**config.mk**
```make
export PLATFORM = sky130hd
export DESIGN_NAME = msg_capture
export DESIGN_NICKNAME = d
export VERILOG_FILES = /design/src/rtl/msg_cap_pkg.sv /design/src/rtl/msg_ts_counter.sv /design/src/rtl/msg_sticky_flags.sv /design/src/rtl/msg_done_counter.sv /design/src/rtl/msg_capture.sv
export SDC_FILE = /design/constraint.sdc
export NUM_CORES = 1
export LEC_CHECK = 0
export CORE_MARGIN = 2
export CORE_UTILIZATION = 35
export CTS_CLUSTER_DIAMETER = 150
export DETAILED_ROUTE_END_ITERATION = 10
export DONT_BUFFER_PORTS = 1
export PLACE_DENSITY_LB_ADDON = 0.2
export SYNTH_ARGS = -nofsm -noshare
export SYNTH_HDL_FRONTEND = slang
export SYNTH_SLANG_ARGS = --single-unit
```
**constraint.sdc**
```tcl
create_clock -name clk -period 16.53 [get_ports clk]
set_input_delay 3.306 -clock clk [delete_from_list [all_inputs] [get_ports clk]]
set_output_delay 3.306 -clock clk [all_outputs]
set_load 0.03 [all_outputs]
```
**src/rtl/msg_cap_pkg.sv**
```systemverilog
package msg_cap_pkg;
  localparam int NFLAG   = 3;
  localparam int FLG_OVR = 0;
  localparam int FLG_MBE = 1;
  localparam int FLG_OFL = 2;
  localparam int BYTE_SHIFT = 2;  // 4 bytes per word

  // word index inside a buffer: slot number times slot size plus offset
  function automatic logic [31:0] word_index(input logic [31:0] slot,
                                             input logic [31:0] words,
                                             input logic [31:0] off);
    return slot * words + off;
  endfunction
endpackage

```
**src/rtl/msg_ts_counter.sv**
```systemverilog
module msg_ts_counter #(
  parameter int TSW = 32,
  parameter int DIV = 8
) (
  input  logic           clk,
  input  logic           rst_n,
  output logic [TSW-1:0] ts
);
  localparam int PW = (DIV > 1) ? $clog2(DIV) : 1;
  localparam logic [PW-1:0] LAST = PW'(DIV - 1);

  logic [PW-1:0] presc;

  always_ff @(posedge clk) begin
    if (!rst_n) begin
      presc <= '0;
      ts    <= '0;
    end else if (presc == LAST) begin
      presc <= '0;
      ts    <= ts + 1'b1;
    end else begin
      presc <= presc + 1'b1;
    end
  end
endmodule

```
**src/rtl/msg_sticky_flags.sv**
```systemverilog
module msg_sticky_flags #(
  parameter int N = 3
) (
  input  logic         clk,
  input  logic         rst_n,
  input  logic [N-1:0] set,
  input  logic [N-1:0] clr,
  output logic [N-1:0] q
);
  for (genvar k = 0; k < N; k++) begin : g_flag
    always_ff @(posedge clk) begin
      if (!rst_n)      q[k] <= 1'b0;
      else if (set[k]) q[k] <= 1'b1;   // a new event wins over a clear
      else if (clr[k]) q[k] <= 1'b0;
    end
  end
endmodule

```
**src/rtl/msg_done_counter.sv**
```systemverilog
module msg_done_counter #(
  parameter int CW = 16
) (
  input  logic          clk,
  input  logic          rst_n,
  input  logic          clr,
  input  logic          inc,
  output logic [CW-1:0] q
);
  always_ff @(posedge clk) begin
    if (!rst_n)   q <= '0;
    else if (clr) q <= '0;
    else if (inc) q <= q + 1'b1;
  end
endmodule

```
**src/rtl/msg_capture.sv**
```systemverilog
module msg_capture #(
  parameter int AW     = 32,
  parameter int DW     = 32,
  parameter int RW     = 8,
  parameter int NW     = 8,
  parameter int CW     = 16,
  parameter int TSW    = 32,
  parameter int TS_DIV = 8
) (
  input  logic                            clk,
  input  logic                            rst_n,
  input  logic [AW-1:0]                   base0_wdata,
  input  logic                            base0_we,
  input  logic [AW-1:0]                   base1_wdata,
  input  logic                            base1_we,
  input  logic [RW-1:0]                   rec_words,
  input  logic [NW-1:0]                   rec_count,
  input  logic                            ts_insert,
  input  logic                            ovr_enable,
  input  logic                            evt_start,
  input  logic                            evt_stop,
  input  logic                            smp_valid,
  input  logic [DW-1:0]                   smp_data,
  input  logic [1:0]                      full_ack,
  input  logic [msg_cap_pkg::NFLAG-1:0]   flag_clear,
  input  logic                            wf_full,
  output logic                            wf_push,
  output logic [AW-1:0]                   wf_addr,
  output logic [DW-1:0]                   wf_data,
  output logic [1:0]                      buf_full,
  output logic [CW-1:0]                   done_cnt0,
  output logic [CW-1:0]                   done_cnt1,
  output logic [msg_cap_pkg::NFLAG-1:0]   flags,
  output logic                            cur_buf,
  output logic [TSW-1:0]                  ts_now
);
  import msg_cap_pkg::*;

  function automatic logic [AW-1:0] slot_addr(input logic [AW-1:0] base,
                                               input logic [NW-1:0] slot,
                                               input logic [RW-1:0] words,
                                               input logic [RW:0]   off);
    logic [31:0] w;
    w = word_index(32'(slot), 32'(words), 32'(off));
    return base + AW'(w << BYTE_SHIFT);
  endfunction

  // architectural state
  logic [1:0][AW-1:0] base_q;
  logic               cur;
  logic [NW-1:0]      rec_idx;
  logic [RW:0]        word_off;
  logic               in_msg;
  logic               stalled;
  logic [1:0]         pend;

  // named internal events (observed by the checker)
  logic accept_start, ev_ovr, msg_begin, ts_word;
  logic stop_ok, smp_ok, smp_fits, ev_ofl, want_write, ev_mbe, do_push;
  logic last_slot, ev_switch;
  logic [1:0] base_we;
  logic [RW:0] wr_off;

  assign base_we      = {base1_we, base0_we};
  assign accept_start = evt_start && !stalled && !in_msg;
  assign ev_ovr       = accept_start && ovr_enable && pend[cur];
  assign msg_begin    = accept_start && !ev_ovr;
  assign ts_word      = msg_begin && ts_insert;
  assign stop_ok      = evt_stop && !evt_start && !stalled && in_msg;
  assign smp_ok       = smp_valid && !evt_start && !evt_stop && !stalled && in_msg;
  assign smp_fits     = word_off < {1'b0, rec_words};
  assign ev_ofl       = smp_ok && !smp_fits;
  assign want_write   = ts_word || (smp_ok && smp_fits);
  assign ev_mbe       = want_write && wf_full;
  assign do_push      = want_write && !wf_full;
  assign last_slot    = ({1'b0, rec_idx} + 1'b1) >= {1'b0, rec_count};
  assign ev_switch    = stop_ok && last_slot;
  assign wr_off       = ts_word ? '0 : word_off;

  msg_ts_counter #(.TSW(TSW), .DIV(TS_DIV)) u_ts (
    .clk(clk), .rst_n(rst_n), .ts(ts_now)
  );

  logic [NFLAG-1:0] flag_set;
  always_comb begin
    flag_set          = '0;
    flag_set[FLG_OVR] = ev_ovr;
    flag_set[FLG_MBE] = ev_mbe;
    flag_set[FLG_OFL] = ev_ofl;
  end

  msg_sticky_flags #(.N(NFLAG)) u_flags (
    .clk(clk), .rst_n(rst_n), .set(flag_set), .clr(flag_clear), .q(flags)
  );

  logic [1:0][CW-1:0] cnt;
  for (genvar i = 0; i < 2; i++) begin : g_cnt
    msg_done_counter #(.CW(CW)) u_cnt (
      .clk(clk), .rst_n(rst_n), .clr(base_we[i]),
      .inc(stop_ok && (cur == 1'(i))), .q(cnt[i])
    );
    always_ff @(posedge clk) begin
      if (!rst_n)                           pend[i] <= 1'b0;
      else if (ev_switch && cur == 1'(i))   pend[i] <= 1'b1;
      else if (full_ack[i])                 pend[i] <= 1'b0;
    end
  end
  assign done_cnt0 = cnt[0];
  assign done_cnt1 = cnt[1];

  always_ff @(posedge clk) begin
    if (!rst_n) base_q <= '0;
    else begin
      if (base0_we) base_q[0] <= base0_wdata;
      if (base1_we) base_q[1] <= base1_wdata;
    end
  end

  // sequencing
  always_ff @(posedge clk) begin
    if (!rst_n) begin
      cur      <= 1'b0;
      rec_idx  <= '0;
      word_off <= '0;
      in_msg   <= 1'b0;
      stalled  <= 1'b0;
    end else if (ev_ovr) begin
      stalled <= 1'b1;
    end else if (stalled) begin
      if (|full_ack) begin
        stalled <= 1'b0;
        cur     <= full_ack[cur] ? cur : ~cur;
        rec_idx <= '0;
      end
    end else if (msg_begin) begin
      in_msg   <= 1'b1;
      word_off <= (RW+1)'(ts_insert);
    end else if (stop_ok) begin
      in_msg <= 1'b0;
      if (last_slot) begin
        cur     <= ~cur;
        rec_idx <= '0;
      end else begin
        rec_idx <= rec_idx + 1'b1;
      end
    end else if (smp_ok && smp_fits) begin
      word_off <= word_off + 1'b1;   // advances even when the push is lost
    end
  end

  // output register stage
  always_ff @(posedge clk) begin
    if (!rst_n) begin
      wf_push  <= 1'b0;
      wf_addr  <= '0;
      wf_data  <= '0;
      buf_full <= '0;
    end else begin
      wf_push  <= do_push;
      buf_full <= {ev_switch && cur, ev_switch && !cur};
      if (do_push) begin
        wf_addr <= slot_addr(base_q[cur], rec_idx, rec_words, wr_off);
        wf_data <= ts_word ? DW'(ts_now) : smp_data;
      end
    end
  end

  assign cur_buf = cur;
endmodule

```
==> impl_metrics.toml <==
[run_status]
status = "completed"

[clock_tree]
clock_sinks = 223
cts_root_buffer = "clkbuf_16"
postCtsHoldBufs = 0
cts_tree = "built"
htreeDepth = 1
cts.reportedPaths.clkPinSlew_ps = 60
cts_buffer_depth = 3
numCtsBuffers = 27
cts_resized = 0
worstSkewPairLatency_ps = 550
cts_setup_buffers = 0

[timing]
hold_viol = 0
final_max_slew_viol_count = 0
relSlewSlack_pct = 24.99
fin_setup_tns_ps = 0
period_needed_ps = 9829
rsz0062_at_grt = "false"
tightest_slew_ps = 1124
worst_clock_skew_ps = 27.84
setup-violations-final = 0
max_freq_ghz = 0.1017
fin_crit_sh_pct = 59.46

[global_route]
grt_pass1_wl_microns = 57920
grt_pass1_vias = 10050
antenna_found_initial = 0
grt_max_degree = 71
grt.overflow.total = 0
grt_use_total_pct = 18.67

[critical_path]
worstPathMaxFanout = 41
required_ps = 16990
criticalPathCategory = "in2reg"
critPathArrivalTime_ps = 10280
reg2reg_setup_slack_ps = 8540
start_kind = "input pin"
cp-end-kind = "register"

[synthesis]
synth-warning-count = 0
synth_edf_count = 0
syn_area_per_cell_sq_um = 8.571
synth_nets = 1801
yosysSeqAreaShare_pct = 33.65
netlist_instances = 1548
ys_top_cells_by_area = "dfxtp_1 34%, ha_1 7.5%, fa_1 6.9%"
ys_async_sr_fraction_pct = 0
synth_cell_types = 71
synth-main-ff-cell = "dfxtp_1"
synthesis.area_sq_mm = 0.01327
synth_top_area_share_pct = 33.65
ys_ff_latch = 223
synth_largest_area_cell = "dfxtp_1"

[power_and_ir_drop]
peakVddDrop_mv = 0.08379
power_density_mw_per_mm2 = 88.67
p_sw_share_pct = 23.87
p_leak_uw = 0.006244
p_switching_uw = 309.2
seq_power_share_pct = 44.9
combPwrFrac_pct = 5.8
clockPowerShare_pct = 49.4
p_int_uw = 986.1

[worst_hold_path]
hp-class = "reg2reg"

[drt]
ant_nets = 0
dr_wl_met3_microns = 3121
via_per_inst = 5.129
first_iter_violations = 461
top_layer = "met4"
route.vias.total = 10430
met1_length_microns = 16540
remaining_drc_errors = 0
routed_wl_microns = 37390
wl_per_cell_microns = 18.38
first_pass_iters = 6
wl_met2_microns = 16890

[flow_run]
max-cap-violations = 0

[layout]
final_area_sq_mm = 0.01461
final_core_util_pct = 38.97
final_nets = 1756
drive_gt1_share_pct = 6.172
syn2layout_area_growth_pct = 10.10
num_antenna_cells = 0

[placement]
gp_congestion = 0.8472
dpl-instance-area_sq_mm = 0.01364
port_buffers = 0
place_hpwl_microns = 28010

[floorplanning]
dieWidth_microns = 198.7
die_y_microns = 198.7
die_area_sq_mm = 0.03948
core_sq_mm = 0.03749
start_util_pct = 35.39
rows = 71
ios = 262
==> cell usage after synthesis, types with 6 or more instances <==
| cell | instances |
|---|---|
| a211oi_1 | 16 |
| a21o_1 | 8 |
| a21oi_1 | 56 |
| a311oi_1 | 27 |
| a31oi_1 | 8 |
| and2_1 | 40 |
| and3_1 | 22 |
| buf_2 | 19 |
| clkbuf_1 | 54 |
| dfxtp_1 | 223 |
| fa_1 | 46 |
| ha_1 | 80 |
| inv_1 | 105 |
| mux2_2 | 22 |
| mux2i_1 | 84 |
| nand2_1 | 188 |
| nand2b_1 | 16 |
| nand3_1 | 56 |
| nand4_1 | 13 |
| nor2_1 | 200 |
| nor2b_1 | 7 |
| nor3_1 | 16 |
| o21ai_0 | 48 |
| or3_1 | 6 |
| xnor2_1 | 45 |
| xor2_1 | 53 |
==> layout by cell type (no fill, tap or decap), drive strengths merged, types with 27 or more instances in the layout <==
cell type | netlist | routed
xor2 | 53 | 53
inv | 105 | 107
ha | 80 | 80
fa | 46 | 46
nor2 | 200 | 200
a311oi | 27 | 27
o21ai | 50 | 50
nand3 | 59 | 59
nand2 | 188 | 188
clkbuf | 54 | 36
and2 | 43 | 43
xnor2 | 45 | 45
mux2i | 85 | 85
dfxtp | 223 | 223
a21oi | 57 | 57
==> power by group through the flow <==
stage / Clock [uW] / Sequential [uW] / Combinational (uW)
floorplan: 0 / 588 / 66.6
global route: 679 / 583 / 84.5
finish: 639 / 581 / 74.8
global placement: 0 / 593 / 73.4
CTS: 656 / 581 / 75.8
detailed placement: 0 / 593 / 75.2
==> registers in the layout, indices dropped and copies added, names as in the netlist, 3 cells and up <==
name,cells
base_q,64
g_cnt.u_cnt.q,32
u_ts.ts,32
wf_addr,32
wf_data,32
word_off,9
rec_idx,8
u_flags.q,3
u_ts.presc,3
==> kinds of logic after synthesis <==
logic type | synth area share [%]
xor+xnor | 6.469
compound gates | 10.43
buf+inv | 5.611
fa+ha+maj | 14.49
simple gates | 20.98
flops | 33.65
mux | 8.374
==> path summary, 6_finish.rpt <==
check             cells after the start            end          start
setup / recovery                     26    wf_addr[25]      evt_start
hold / removal                        1  u_ts.presc[0]  u_ts.presc[0]
setup reg to reg                     26    wf_addr[25]        cur_buf
hold reg to reg                       1  u_ts.presc[0]  u_ts.presc[0]
==> cell type report <==
type                       count  area [sq um]
tap                          511         639.4
multi-input combinational   1139          8092
inverter                     106         400.4
clock buffer                  36         759.5
clock inverter                13         206.4
sequential                   223          4466
fill                        3902         22880
timing repair buffer           6         45.04
==> through the flow <==
step | power (uW) | std cells | setup WS [ps] | hold slack (ps)
floorplan | 654.2 | 1548 | 7383 | 404.3
global placement | 666.2 | 1985 | 6320 | 416.3
detailed placement | 668.3 | 1985 | 6138 | 417.3
CTS | 1313 | 2034 | 6649 | 426.0
global route | 1347 | 2034 | 5931 | 478.9
finish | 1295 | 2034 | 6701 | 423.5
==> worst max-delay path: stages <==
cell and delay [ps]:
nor3b_2 260, o211ai_4 110, buf_4 290, inv_1 870
nor2_1 120, fa_1 410, ha_1 280, ha_1 270
inv_1 50, fa_1 530, inv_1 40, ha_1 210
fa_1 410, a21o_1 190, a21oi_1 250, o21ai_0 160
a41o_1 300, a21o_1 180, a21oi_1 170, xnor2_1 100
ha_1 330, nand2_1 120, o21ai_0 680, o21ai_0 250
xnor2_1 170, a211oi_1 210
==> routing by layer <==
layer / GRT usage [%] / vias up
li1: - / 5150
met1: 24.16 / 4964
met2: 29.88 / 270
met3: 6.189 / 48
met4: 4.809 / 0
met5: 0 / -
No activity file was read; power rests on OpenSTA's default activity.
